`src/rtl/sdr_seq_pkg.sv`:
```
package sdr_seq_pkg;

    typedef enum logic [3:0] {
        ST_IDLE = 4'd0,
        ST_TI   = 4'd1,
        ST_T1   = 4'd2,
        ST_T2   = 4'd3,
        ST_T3   = 4'd4,
        ST_TP   = 4'd5,
        ST_TR   = 4'd6,
        ST_TC1  = 4'd7,
        ST_TCL  = 4'd8,
        ST_TC2  = 4'd9
    } bus_st_e;

    // {ras_n, cas_n, we_n}
    localparam logic [2:0] CMD_NOP  = 3'b111;
    localparam logic [2:0] CMD_PALL = 3'b010;
    localparam logic [2:0] CMD_ACTV = 3'b011;
    localparam logic [2:0] CMD_READ = 3'b101;
    localparam logic [2:0] CMD_WRIT = 3'b100;

endpackage

```
`src/rtl/sdr_row_track.sv`:
```
module sdr_row_track
    import sdr_seq_pkg::*;
#(
    parameter int ROW_W = 8
) (
    input  logic             clk,
    input  logic             rst_n,
    input  bus_st_e          st,
    input  logic             ras_down_en,
    input  logic [ROW_W-1:0] cur_row,
    input  logic [ROW_W-1:0] new_row,
    output logic             row_hit
);

    logic             row_open;
    logic [ROW_W-1:0] open_row;

    always_ff @(posedge clk or negedge rst_n) begin
        if (!rst_n) begin
            row_open <= 1'b0;
            open_row <= '0;
        end else if (st == ST_TP) begin
            row_open <= 1'b0;
        end else if (st == ST_TR) begin
            row_open <= 1'b1;
            open_row <= cur_row;
        end
    end

    assign row_hit = ras_down_en && row_open && (open_row == new_row);

endmodule

```
`src/rtl/sdr_idle_ctl.sv`:
```
module sdr_idle_ctl
    import sdr_seq_pkg::*;
#(
    parameter int AREA_W = 3,
    parameter int LEN_W  = 2
) (
    input  logic              back_to_back,
    input  logic              prev_write,
    input  logic [AREA_W-1:0] prev_area,
    input  logic [AREA_W-1:0] new_area,
    input  logic              new_write,
    input  logic              new_dram,
    input  logic              new_hit,
    input  logic [LEN_W-1:0]  idle_len,
    input  logic [2:0]        idle_sel,
    output logic              idle_need,
    output bus_st_e           first_st
);

    logic area_change;
    logic full_dram_read;
    logic by_area, by_write, by_burst;

    assign area_change    = (prev_area != new_area);
    assign full_dram_read = new_dram && !new_hit && !new_write;

    // a full DRAM read after a read elsewhere takes only its precharge state
    assign by_area  = idle_sel[0] && area_change && !full_dram_read;
    assign by_write = idle_sel[1] && new_write;
    assign by_burst = idle_sel[2] && new_hit;

    assign idle_need = back_to_back && !prev_write && (idle_len != '0)
                       && (by_area || by_write || by_burst);

    always_comb begin
        if (!new_dram)    first_st = ST_T1;
        else if (new_hit) first_st = ST_TC1;
        else              first_st = ST_TP;
    end

endmodule

```
`src/rtl/sdr_cmd_dec.sv`:
```
module sdr_cmd_dec
    import sdr_seq_pkg::*;
#(
    parameter int ADDR_W = 16,
    parameter int COL_W  = 8
) (
    input  bus_st_e           st,
    input  logic              cur_write,
    input  logic [ADDR_W-1:0] cur_addr,
    input  logic              cur_mask_ext,
    output logic              ras_n,
    output logic              cas_n,
    output logic              we_n,
    output logic [1:0]        dqm,
    output logic              rd_n,
    output logic [ADDR_W-1:0] bus_addr
);

    localparam int A10   = 10;
    localparam int ROW_W = ADDR_W - COL_W;

    logic [2:0]        cmd;
    logic [ADDR_W-1:0] row_addr, col_addr;

    assign row_addr = ADDR_W'(cur_addr[ADDR_W-1:COL_W]);
    assign col_addr = ADDR_W'(cur_addr[COL_W-1:0]);

    always_comb begin
        cmd      = CMD_NOP;
        dqm      = 2'b11;
        rd_n     = 1'b1;
        bus_addr = '0;
        unique case (st)
            ST_T1, ST_T2, ST_T3: begin
                rd_n     = cur_write;
                bus_addr = cur_addr;
            end
            ST_TP: begin
                cmd           = CMD_PALL;
                bus_addr[A10] = 1'b1;
            end
            ST_TR: begin
                cmd      = CMD_ACTV;
                bus_addr = row_addr;
            end
            ST_TC1: begin
                cmd      = cur_write ? CMD_WRIT : CMD_READ;
                bus_addr = col_addr;
                dqm      = 2'b00;
            end
            ST_TCL: begin
                bus_addr = col_addr;
                dqm      = 2'b00;
            end
            ST_TC2: begin
                bus_addr = col_addr;
                dqm      = (!cur_write && cur_mask_ext) ? 2'b00 : 2'b11;
            end
            default: ;
        endcase
    end

    assign {ras_n, cas_n, we_n} = cmd;

    if (ROW_W < 1) begin : g_bad_split
        initial $error("COL_W must be below ADDR_W");
    end

endmodule

```
`src/rtl/sdr_seq.sv`:
```
module sdr_seq
    import sdr_seq_pkg::*;
#(
    parameter int ADDR_W    = 16,
    parameter int COL_W     = 8,
    parameter int AREA_W    = 3,
    parameter int DRAM_AREA = 2,
    parameter int LEN_W     = 2
) (
    input  logic              clk,
    input  logic              rst_n,
    input  logic              req_valid,
    input  logic [AREA_W-1:0] req_area,
    input  logic              req_write,
    input  logic [ADDR_W-1:0] req_addr,
    input  logic [LEN_W-1:0]  idle_len,
    input  logic [2:0]        idle_sel,
    input  logic              ras_down_en,
    output logic              req_ready,
    output logic [3:0]        bus_state,
    output logic              ras_n,
    output logic              cas_n,
    output logic              we_n,
    output logic              cke,
    output logic [1:0]        dqm,
    output logic              rd_n,
    output logic [ADDR_W-1:0] bus_addr
);

    localparam int ROW_W = ADDR_W - COL_W;

    bus_st_e           st, st_nx, pend_first, first_st, start_st;
    logic [LEN_W-1:0]  ti_cnt;
    logic [AREA_W-1:0] cur_area;
    logic              cur_write;
    logic [ADDR_W-1:0] cur_addr;
    logic              cur_mask_ext;
    logic              b2b, accept, req_dram, row_hit, dram_hit, idle_need;

    assign req_dram  = (req_area == AREA_W'(DRAM_AREA));
    assign b2b       = (st == ST_T3) || (st == ST_TC2);
    assign req_ready = (st == ST_IDLE) || b2b;
    assign accept    = req_valid && req_ready;
    assign dram_hit  = req_dram && row_hit;
    assign start_st  = idle_need ? ST_TI : first_st;

    sdr_row_track #(.ROW_W(ROW_W)) u_rows (
        .clk         (clk),
        .rst_n       (rst_n),
        .st          (st),
        .ras_down_en (ras_down_en),
        .cur_row     (cur_addr[ADDR_W-1:COL_W]),
        .new_row     (req_addr[ADDR_W-1:COL_W]),
        .row_hit     (row_hit)
    );

    sdr_idle_ctl #(.AREA_W(AREA_W), .LEN_W(LEN_W)) u_idle (
        .back_to_back (b2b),
        .prev_write   (cur_write),
        .prev_area    (cur_area),
        .new_area     (req_area),
        .new_write    (req_write),
        .new_dram     (req_dram),
        .new_hit      (dram_hit),
        .idle_len     (idle_len),
        .idle_sel     (idle_sel),
        .idle_need    (idle_need),
        .first_st     (first_st)
    );

    always_comb begin
        st_nx = st;
        unique case (st)
            ST_IDLE: if (accept) st_nx = first_st;
            ST_TI:   st_nx = (ti_cnt == LEN_W'(1)) ? pend_first : ST_TI;
            ST_T1:   st_nx = ST_T2;
            ST_T2:   st_nx = ST_T3;
            ST_TP:   st_nx = ST_TR;
            ST_TR:   st_nx = ST_TC1;
            ST_TC1:  st_nx = cur_write ? ST_TC2 : ST_TCL;
            ST_TCL:  st_nx = ST_TC2;
            ST_T3, ST_TC2: st_nx = accept ? start_st : ST_IDLE;
            default: st_nx = ST_IDLE;
        endcase
    end

    always_ff @(posedge clk or negedge rst_n) begin
        if (!rst_n) begin
            st           <= ST_IDLE;
            ti_cnt       <= '0;
            pend_first   <= ST_IDLE;
            cur_area     <= '0;
            cur_write    <= 1'b0;
            cur_addr     <= '0;
            cur_mask_ext <= 1'b0;
        end else begin
            st <= st_nx;
            if (accept) begin
                ti_cnt       <= idle_len;
                pend_first   <= first_st;
                cur_area     <= req_area;
                cur_write    <= req_write;
                cur_addr     <= req_addr;
                cur_mask_ext <= (idle_len != '0);
            end else if (st == ST_TI) begin
                ti_cnt <= ti_cnt - LEN_W'(1);
            end
        end
    end

    sdr_cmd_dec #(.ADDR_W(ADDR_W), .COL_W(COL_W)) u_dec (
        .st           (st),
        .cur_write    (cur_write),
        .cur_addr     (cur_addr),
        .cur_mask_ext (cur_mask_ext),
        .ras_n        (ras_n),
        .cas_n        (cas_n),
        .we_n         (we_n),
        .dqm          (dqm),
        .rd_n         (rd_n),
        .bus_addr     (bus_addr)
    );

    assign bus_state = st;
    assign cke       = 1'b1;

endmodule

```
`config.mk`:
```
export PLATFORM = sky130hd
export DESIGN_NAME = sdr_seq
export DESIGN_NICKNAME = d
export VERILOG_FILES = /design/src/rtl/sdr_seq_pkg.sv /design/src/rtl/sdr_row_track.sv /design/src/rtl/sdr_idle_ctl.sv /design/src/rtl/sdr_cmd_dec.sv /design/src/rtl/sdr_seq.sv
export SDC_FILE = /design/constraint.sdc
export NUM_CORES = 1
export LEC_CHECK = 0
export ABC_CLOCK_PERIOD_IN_PS = 2200
export BUFFER_PORTS_ARGS = -buffer_cell sky130_fd_sc_hd__buf_2
export CORE_MARGIN = 3
export CORE_UTILIZATION = 40
export CTS_CLUSTER_SIZE = 40
export DETAILED_ROUTE_END_ITERATION = 8
export PLACE_DENSITY = 0.68
export SLEW_MARGIN = 10
export SYNTH_ARGS = -nofsm -noshare
export SYNTH_HDL_FRONTEND = slang
export SYNTH_SLANG_ARGS = --single-unit
```
`constraint.sdc`:
```
create_clock -name clk -period 2.2 [get_ports clk]
set_clock_uncertainty 0.2 [all_clocks]
set_input_delay 0.44 -clock clk [delete_from_list [all_inputs] [get_ports clk]]
set_output_delay 0.44 -clock clk [all_outputs]
set_load 0.005 [all_outputs]
```
### Word level (Yosys, flattened, before mapping)

Index checks and enable logic that the tools add are counted.

* bits of input ports: 29
* bits in registers: 40
* output and inout port bits: 28
* word-level logic and storage cells: 76

* reductions and logical operators: 31
* muxes and demuxes: 20
* $add $sub $neg: 1
* bitwise gates (word level): 1
* equality and inequality tests: 14

Operator list (count)
* 4-bit case mux with 9 select lines: 1
* 10-bit case mux with 3 select lines: 1
* 4-bit 2-to-1 mux: 5
* 4-bit by 3-bit equality test with 1-bit output, second input constant: 4
* 1-bit logical AND: 14
* 3-bit case mux with 3 select lines: 1
* 4-bit by 2-bit equality test with 1-bit output, second input constant: 2
* 4-bit equality test, second input constant: 2
* 8-bit equality test: 1
* 2-bit 2-to-1 mux: 4
* 2-bit nonzero test: 3
* 3-bit OR reduction: 2
* 1-bit 2-to-1 mux: 5
* 5-bit 2-to-1 mux: 1
* 4-bit by 1-bit equality test with 1-bit output, second input constant: 1
* 1-bit zero test: 4
* 4-bit zero test: 1
* 1-bit logical OR: 4
* 2-bit case mux with 2 select lines: 1
* 2-bit OR reduction: 2
* 3-bit by 2-bit equality test with 1-bit output, second input constant: 1
* 3-bit inequality test: 1
* 2-bit by 1-bit equality test with 1-bit output, second input constant: 1
* 2-bit inequality test, second input constant: 1
* 4 further kinds: 4

### Depth between registers and ports, before layout

Gate-level depths: netlist (run 1).

* word-level depth: 14
* mapped depth: 7

### Modules after synthesis

A second synthesis (run 1) with hierarchy kept.

* cells, all modules: 238
* area, all modules: 2527.4 um^2

Modules (own cells, without submodules)
* sdr_seq: area an instance 1493.9 um^2, cells an instance 124, times used 1
* sdr_cmd_dec: area an instance 474.2 um^2, cells an instance 65, times used 1
* sdr_row_track: area an instance 459.2 um^2, cells an instance 35, times used 1
* sdr_idle_ctl: area an instance 100.1 um^2, cells an instance 14, times used 1

### Worst setup path before layout (run 1)

Ideal clock, no wire load.

* path kind: register to output
* from: register st[3] (netlist: bus_state[3])
* to: output bus_addr[0]
* arrival: 1312 ps
* cell stages (with the launch flop): 7
* slack: 248 ps
* path through: dfrtp_1 > buf_2 > nor2_1 > and2_1 > buf_2 > buf_4 > a22o_1

* cells in the longest elaborated chain, start to end: 3
* elaborated cells on any way between the ends: 10
* classes of those cells: 7 x eq/ne; 1 x mux; 2 x reduce/logical

RTL lines
* from (decl): RTL line sdr_seq.sv:32 `bus_st_e st, st_nx, pend_first, first_st, start_st;`
* from (signal assigned): RTL line sdr_seq.sv:97 `st <= st_nx;`
* 4-bit equality test (tied with other cells): RTL line sdr_cmd_dec.sv:33 `unique case (st)`
* 3-bit OR reduction (on tied branches)
* 10-bit case mux with 3 select lines *: RTL line sdr_cmd_dec.sv:33
* to (decl): RTL line sdr_seq.sv:27 `output logic [ADDR_W-1:0] bus_addr`

Every way passes the cells marked *; elsewhere a longest branch is shown, timed or not.

### Worst setup path after layout (run 1)

* from: register st[1] (netlist: bus_state[1])
* to: output bus_addr[2]

Same word-level chain as after synthesis.

==> results of run 1 <==
-- sequential cells by signal (all words and copies together), names as in the netlist --
name             count
ti_cnt               2
u_rows.row_open      1
cur_mask_ext         1
cur_write            1
cur_area             3
pend_first           2
bus_state            4
cur_addr            16
u_rows.open_row      8
-- stage by stage --
| step | cell area, um^2 | hold slack [ns] | setup WS (ns) | std cells |
|---|---|---|---|---|
| 6_report | 2770 | -0.00774 | -0.0496 | 350 |
| 4_1_cts | 2750 | 0.00805 | -0.0393 | 350 |
| 3_3_place_gp | 2630 | 0.266 | 0.173 | 339 |
| 3_5_place_dp | 2630 | 0.272 | 0.0620 | 339 |
| 5_1_grt | 2770 | 0.0311 | -0.104 | 350 |
| 2_1_floorplan | 2230 | -0.0556 | 0.248 | 213 |
-- repair_timing --
item                                    4_1_cts  5_1_grt
hold buffers                                  0        0
resized for setup                             8        7
endpoints found under the setup margin       18       18
pin swaps                                     4        4
setup buffers                                 4        0
-- power by group through the flow --
| stage | Clock [mW] | Sequential (mW) | Combinational [mW] |
|---|---|---|---|
| floorplan | 0 | 1.26 | 1.60 |
| global placement | 0 | 1.37 | 2.24 |
| detailed placement | 0 | 1.39 | 2.28 |
| CTS | 0.477 | 1.35 | 2.41 |
| global route | 0.507 | 1.40 | 2.69 |
| finish | 0.465 | 1.35 | 2.43 |
-- logic make-up (layout without fill, tap and decap cells) --
kind of cell / count (synthesis) / count (layout)
AO/OA/AOI/OAI: 50 / 50
XOR/XNOR: 12 / 12
adder cells (fa/ha/maj): 1 / 1
buffers and inverters: 19 / 86
flip-flops: 38 / 38
multiplexers: 28 / 28
other: 1 / 1
AND/OR/NAND/NOR: 64 / 64
-- per-layer routing --
metal | GRT usage | vias up
met4 | 0.0608 | 0
met5 | 0 | -
met2 | 0.293 | 49
met1 | 0.227 | 872
li1 | - | 876
met3 | 0.0482 | 6
-- worst reg2reg max path, stage by stage, from the launching register on --
cell and delay [ns]:
dfrtp_2 0.43, buf_4 0.18, buf_4 0.17, o21a_1 0.22, a2111o_1 0.41, a32oi_1 0.18
a21oi_1 0.07
-- area by class of cell --
class	count	area share
clock buffer	6	0.0262
clock inverter	1	0.00271
inverter	5	0.00677
multi-input combinational	156	0.430
sequential	38	0.344
tap	70	0.0316
timing repair buffer	74	0.158
-- path summary, 6_finish.rpt --
check	start	end	slack [ns]	cells past startpoint
setup / recovery	bus_state[1]$_DFFE_PN0P_	bus_addr[2]	-0.05	7
hold / removal	rst_n	ti_cnt[0]$_DFFE_PN0P_	-0.008	2
setup reg to reg	bus_state[0]$_DFFE_PN0P_	bus_state[1]$_DFFE_PN0P_	0.21	6
hold reg to reg	cur_mask_ext$_DFFE_PN0P_	cur_mask_ext$_DFFE_PN0P_	0.29	2
max in group asynchronous	rst_n	bus_state[3]$_DFFE_PN0P_	1.44	2
min in group clk	req_addr[7]	cur_addr[7]$_DFFE_PN0P_	0.18	2
-- layout by cell type (no fill, tap or decap), types with 3 or more instances in the layout --
master,instances
dfrtp_1,35
nor2_1,11
clkbuf_8,5
buf_2,55
a21oi_1,11
mux2_2,9
nand3_1,4
and2_1,7
dfrtp_2,3
inv_1,4
nand2_1,14
nor2b_1,3
a22o_1,8
xnor2_1,9
xor2_1,3
o21ai_0,13
mux2_4,18
nand2b_1,7
buf_4,16
nor3_1,4
==> metrics.md, run 1 <==
| Metric | Value |
|---|---|
| Area fraction in compound gates after synthesis | 0.151 |
| GRT Total Usage | 0.179 |
| Vias in the first global route | 1829 |
| Buf+Inv Stages, Crit Path | 2 |
| Outcome | finished, violations left |
| H-tree depth | 2 |
| Ys flop type | dfrtp_1 |
| CTS Root Cell | clkbuf_8 |
| Crit Path Max Fanout | 8 |
| Hold slack final | -0.00774 ns |
| Switching portion of total power | 0.378 |
| Area of the multi-input gates | 0.00119 mm^2 |
| XOR/XNOR share of the synthesized area | 0.0471 |
| Placeable Area | 0.00524 mm^2 |
| Met2 wire len | 2570 um |
| Mean Syn Cell Area | 10.5 um^2 |
| Comb power frac | 0.573 |
| Failing checks | negative hold slack, negative setup slack |
| Family with the most delay on the worst path | flip-flops |
| Syn. warnings | 0 |
| CTS buffer count | 5 |
| Initial core utilization | 0.426 |
| Setup slack after layout | -0.0496 ns |
| Synth-to-layout area growth | 24.2% |
| Synth cell types | 44 |
| Clock share of power | 0.110 |
| CTS tree | done |
| Post-layout min period | between 2 and 2.5 ns |
| Maximum vdd drop | 0.000690 V |
| Area contributors post-synth | dfrtp_1 (43%), mux2_4 (12%), mux2_2 (4.5%) |
| Post-synthesis mux area share | 0.171 |
| Most frequent cell after synthesis | dfrtp_1 |
| HPWL after DPL | 3890 um |
| Met1 WL | 2380 um |
| CP Class | register to output pin |
| Worst-Skew Late Latency | 0.29 ns |
| Critical Path Source Type | register |
| Register area | roughly 950 um^2 |
| DRT antenna net count | 0 |
| Endpoints failing setup | 9 |
| Fraction of registers with async set/reset | 1.00 |
| Max-cap violations | 0 |
| Cell area power density | 1530 mW/mm^2 |
| DR iter-0 viols | 98 |
| Die area | 0.00651 mm^2 |
| Syn Inst Count | 213 |
| DRT Pass-1 Iters | 4 |
| Initial antenna violation count | 0 |
| Routed wire length per instance | 15.2 um |
| Synthesized flop and latch total | 38 |
| Hold Fails Final Rpt | 24 |
| Clock sink total | 38 |
| Final core occ | 0.529 |
| Diode count | 0 |
| Post-Synth Adder-Cell Area | 0.00561 |
| Final GP Congestion | 0.910 |
| Routed length on met3 | roughly 300 um |
| I/O pin count | 57 |
| Vias | 1803 |
| Unrepaired setup endpoints after global routing | yes |
| First-pass GRT wire length | 8870 um |
| Fin. max-slew vios | 0 |
| Design Power | 4.24 mW |
| Drc violations | 0 |
| CP max stage delay | 0.43 ns |
| Die Width | 80.7 um |
| I/O Buffers | between 50 and 60 |
| Sequential area share after synthesis | 0.426 |
| Setup_tns | -0.212 ns |
| Overall routed net length | 5330 um |
| Largest family of logic cells by synthesized area | multiplexers |
| P_sw | 1.60 mW |
| Int Pwr | roughly 2.6 mW |
| Avg Vias per Cell | 5.15 |
| Rows | 26 |
| Clock transition at the registers of the reported paths | roughly 0.07 ns |
| Nets | between 300 and 400 |
| Fmax | 445 MHz |
| Die height | roughly 81 um |
| Post-Synth Simple-Gate Area | 0.148 |
| CP Cell Sequence | nor2_2 -> nand2_1 -> and2_4 -> o21ai_2 -> buf_6 -> a22o_1 -> buf_2 |
| Top post-synthesis cells by count | dfrtp_1 (38), mux2_4 (18), nand2_1 (14), nor2_1 (14), o21ai_0 (14) |
| Worst EP arrival | 1.61 ns |
| CP Capture Type | output pin |
| Maximum buffer depth of the clock tree | 2 |
| Max Used Layer | met4 |
| Yosys top cell area share | 0.426 |
| Largest net degree at the start of global routing | 39 |
| Share of post-route cells with drive strength above 1 | 0.450 |
| Max transition margin | 0.661 |
| Pleak | approximately 1.3 nW |
| Part of the power in registers | 0.318 |
| Post-synth EDFFs | 0 |
| Period utilisation layout | 1.02 |
| HP Class | input pin to async pin |
| CP Data Required Time | approximately 1.6 ns |
| Post-Synthesis Net Count | 243 |
| Gr ovfl total | 0 |
| Synth Cell Area | around 0.0022 mm^2 |
| Yosys top cell by area | dfrtp_1 |
| Crit path max-delay cell type | dfrtp_2 |
| Slew @ Worst Pin | 0.496 ns |
| Filler Cells Inserted | 490 |
(Power assumes the default switching activity.)
==> run 2: changes to the inputs <==
Settings changed: GPL_TIMING_DRIVEN set to 0.
==> metrics.md, run 2 (synthesis results as in run 1) <==
| Metric | Value |
|---|---|
| Outcome | finished, violations left |
| Failing checks | negative setup slack |
| Critical Path Source Type | register |
| Clock transition at the registers of the reported paths | 0.08 ns (about the same) |
| Most frequent cells in the layout | buf_2 (54), dfrtp_1 (36), mux2_4 (18) |
| Die height | 80.7 um (unchanged) |
| Cell area power density | 1580 mW/mm^2 (+3.6%) |
| Routed wire length per instance | 15.2 um (-0.29%) |
| CTS Root Cell | clkbuf_8 |
| GRT Total Usage | 0.179 (-0.000414) |
| Crit Path Max Fanout | 8 (unchanged) |
| Max transition margin | 0.440 (-0.221) |
| Setup slack after layout | -0.187 ns (-0.137 ns) |
| Top reg by flops | cur_addr |
| Avg Vias per Cell | 5.14 (-0.31%) |
| Rows | 26 (unchanged) |
| Max FFs per register | 16 (unchanged) |
| Placeable Area | 0.00524 mm^2 (unchanged) |
| Gr ovfl total | 0 (unchanged) |
| Worst Reg-to-Reg Cells | 7 (+1) |
| H-tree depth | 2 (unchanged) |
| Maximum buffer depth of the clock tree | 2 (unchanged) |
| Post-layout min period | 2.39 ns (+0.137 ns) |
| Max-cap violations | 0 (unchanged) |
| DR iter-0 viols | 114 (+16%) |
| Die area | 0.00651 mm^2 (unchanged) |
| Nets | 313 (+0.97%) |
| DRT Pass-1 Iters | 4 (unchanged) |
| CTS tree | done |
| Die Width | 80.7 um (unchanged) |
| Synth-to-layout area growth | 30.1% |
| Vias in the first global route | 1850 (+1.1%) |
| Clock sink total | 38 (unchanged) |
| Initial antenna violation count | 0 (unchanged) |
| First-pass GRT wire length | 8890 um (+0.32%) |
| Overall routed net length | 5370 um (+0.85%) |
| Final core occ | 0.554 (+0.0248) |
| Slew @ Worst Pin | 0.841 ns (+0.345 ns) |
| Share of post-route cells with drive strength above 1 | 0.458 (+0.00775) |
| Most common cell after layout, fill and taps aside | buf_2 |
| R2r setup slk | 0.19 ns (-0.02 ns) |
| Fmax | 419 MHz (-5.8%) |
| Diode count | 0 (unchanged) |
| Pleak | 1.36 nW (+3.9%) |
| HP Class | input pin to async pin |
| Vias | 1818 (+0.83%) |
| Worst-Skew Late Latency | 0.29 ns (about the same) |
| CP Class | register to output pin |
| Fin. max-slew vios | 0 (unchanged) |
| R2r startpoint | bus_state[0]$_DFFE_PN0P_ |
| I/O Buffers | 55 (unchanged) |
| Reg-to-reg endpoint | cur_area[1]$_DFFE_PN0P_ |
| Initial core utilization | 0.426 (unchanged) |
| CTS buffer count | 5 (unchanged) |
| Hold Fails Final Rpt | 0 (-100%) |
| Maximum vdd drop | 0.000742 V (+7.5%) |
| Endpoints failing setup | 18 (+9) |
| CP Capture Type | output pin |
| Largest net degree at the start of global routing | 39 (unchanged) |
| Setup_tns | -2.07 ns (-1.85 ns) |
| Final GP Congestion | 0.817 (-10%) |
| Worst EP arrival | 1.75 ns (+0.14 ns) |
| Period utilisation layout | 1.08 (+0.0624) |
| CP Data Required Time | 1.56 ns (about the same) |
| HPWL after DPL | 3770 um (-3.1%) |
| I/O pin count | 57 (unchanged) |
| Filler Cells Inserted | 481 (-1.8%) |
| Unrepaired setup endpoints after global routing | yes |
| Drc violations | 0 (unchanged) |
| DRT antenna net count | 0 (unchanged) |
[run 2: cell types whose count changed in the layout (fill, tap and decap cells not counted), sizes merged]
cell,change
buf,-1
bufinv,+2
clkbuf,+3
clkinv,+1
clkinvlp,-1
[run 2: how the worst max path moves through the flow]
stage	start	end	slack, ns	depth (start not counted)
2_1_floorplan	bus_state[3]$_DFFE_PN0P_	bus_addr[0]	0.25	6
4_1_cts	bus_state[0]$_DFFE_PN0P_	bus_addr[0]	-0.18	7
3_3_place_gp	bus_state[2]$_DFFE_PN0P_	bus_addr[8]	-0.21	5
3_5_place_dp	bus_state[2]$_DFFE_PN0P_	bus_addr[8]	-0.19	5
5_1_grt	bus_state[0]$_DFFE_PN0P_	bus_addr[0]	-0.26	7
6_report	bus_state[0]$_DFFE_PN0P_	bus_addr[0]	-0.19	7
[run 2: what timing repair did]
action	in CTS	in global routing
resized for setup	27	8
setup endpoints to repair	21	21
endpoints found under the hold margin	0	0
setup buffers	8	0
hold buffers	0	0
pin swaps	9	8
[run 2: metrics by stage]
| step | hold slack, ns | cells | cell area [um^2] | setup WS [ns] | power [mW] |
|---|---|---|---|---|---|
| 6_report | 0.0500 | 354 | 2900 | -0.187 | 4.60 |
| 5_1_grt | 0.123 | 354 | 2900 | -0.259 | 4.94 |
| 4_1_cts | 0.0825 | 354 | 2890 | -0.183 | 4.56 |
| 3_5_place_dp | 0.283 | 338 | 2590 | -0.185 | 3.54 |
| 3_3_place_gp | 0.265 | 338 | 2590 | -0.209 | 3.51 |
| 2_1_floorplan | -0.0556 | 213 | 2230 | 0.248 | 2.86 |
[run 2: critical path, stage by stage, from the launching register on]
cell and delay, ns:
dfrtp_1 0.39, buf_6 0.14, nor2_4 0.11, nand2_2 0.07
and2_4 0.14, o21ai_4 0.26, a22o_1 0.21, buf_2 0.12
[run 2: final cells by class]
| class | instances | area, um^2 | share of cell area |
|---|---|---|---|
| plain buffers | 14 | 136 | 0.0470 |
| inverters | 5 | 18.8 | 0.00647 |
| flip-flops and latches | 38 | 953 | 0.329 |
| multi-input cells | 156 | 1230 | 0.423 |
| clock inverters | 3 | 68.8 | 0.0237 |
| clock buffers | 5 | 68.8 | 0.0237 |
| well taps | 70 | 87.6 | 0.0302 |
| repair buffers | 63 | 342 | 0.118 |
[run 2: report_power, final]
| part | switching (mW) | leakage, nW | internal (mW) |
|---|---|---|---|
| combinational | 1.13 | 0.843 | 1.40 |
| clock | 0.266 | 0.0683 | 0.455 |
| sequential | 0.278 | 0.450 | 1.06 |
| total | 1.68 | 1.36 | 2.92 |
[run 2: routing by layer]
metal,track usage,part of all wire,vias up
met4,0.0541,0.0067,0
met5,0,0,-
met1,0.246,0.47,870
met3,0.0359,0.056,2
li1,-,-,882
met2,0.282,0.47,64
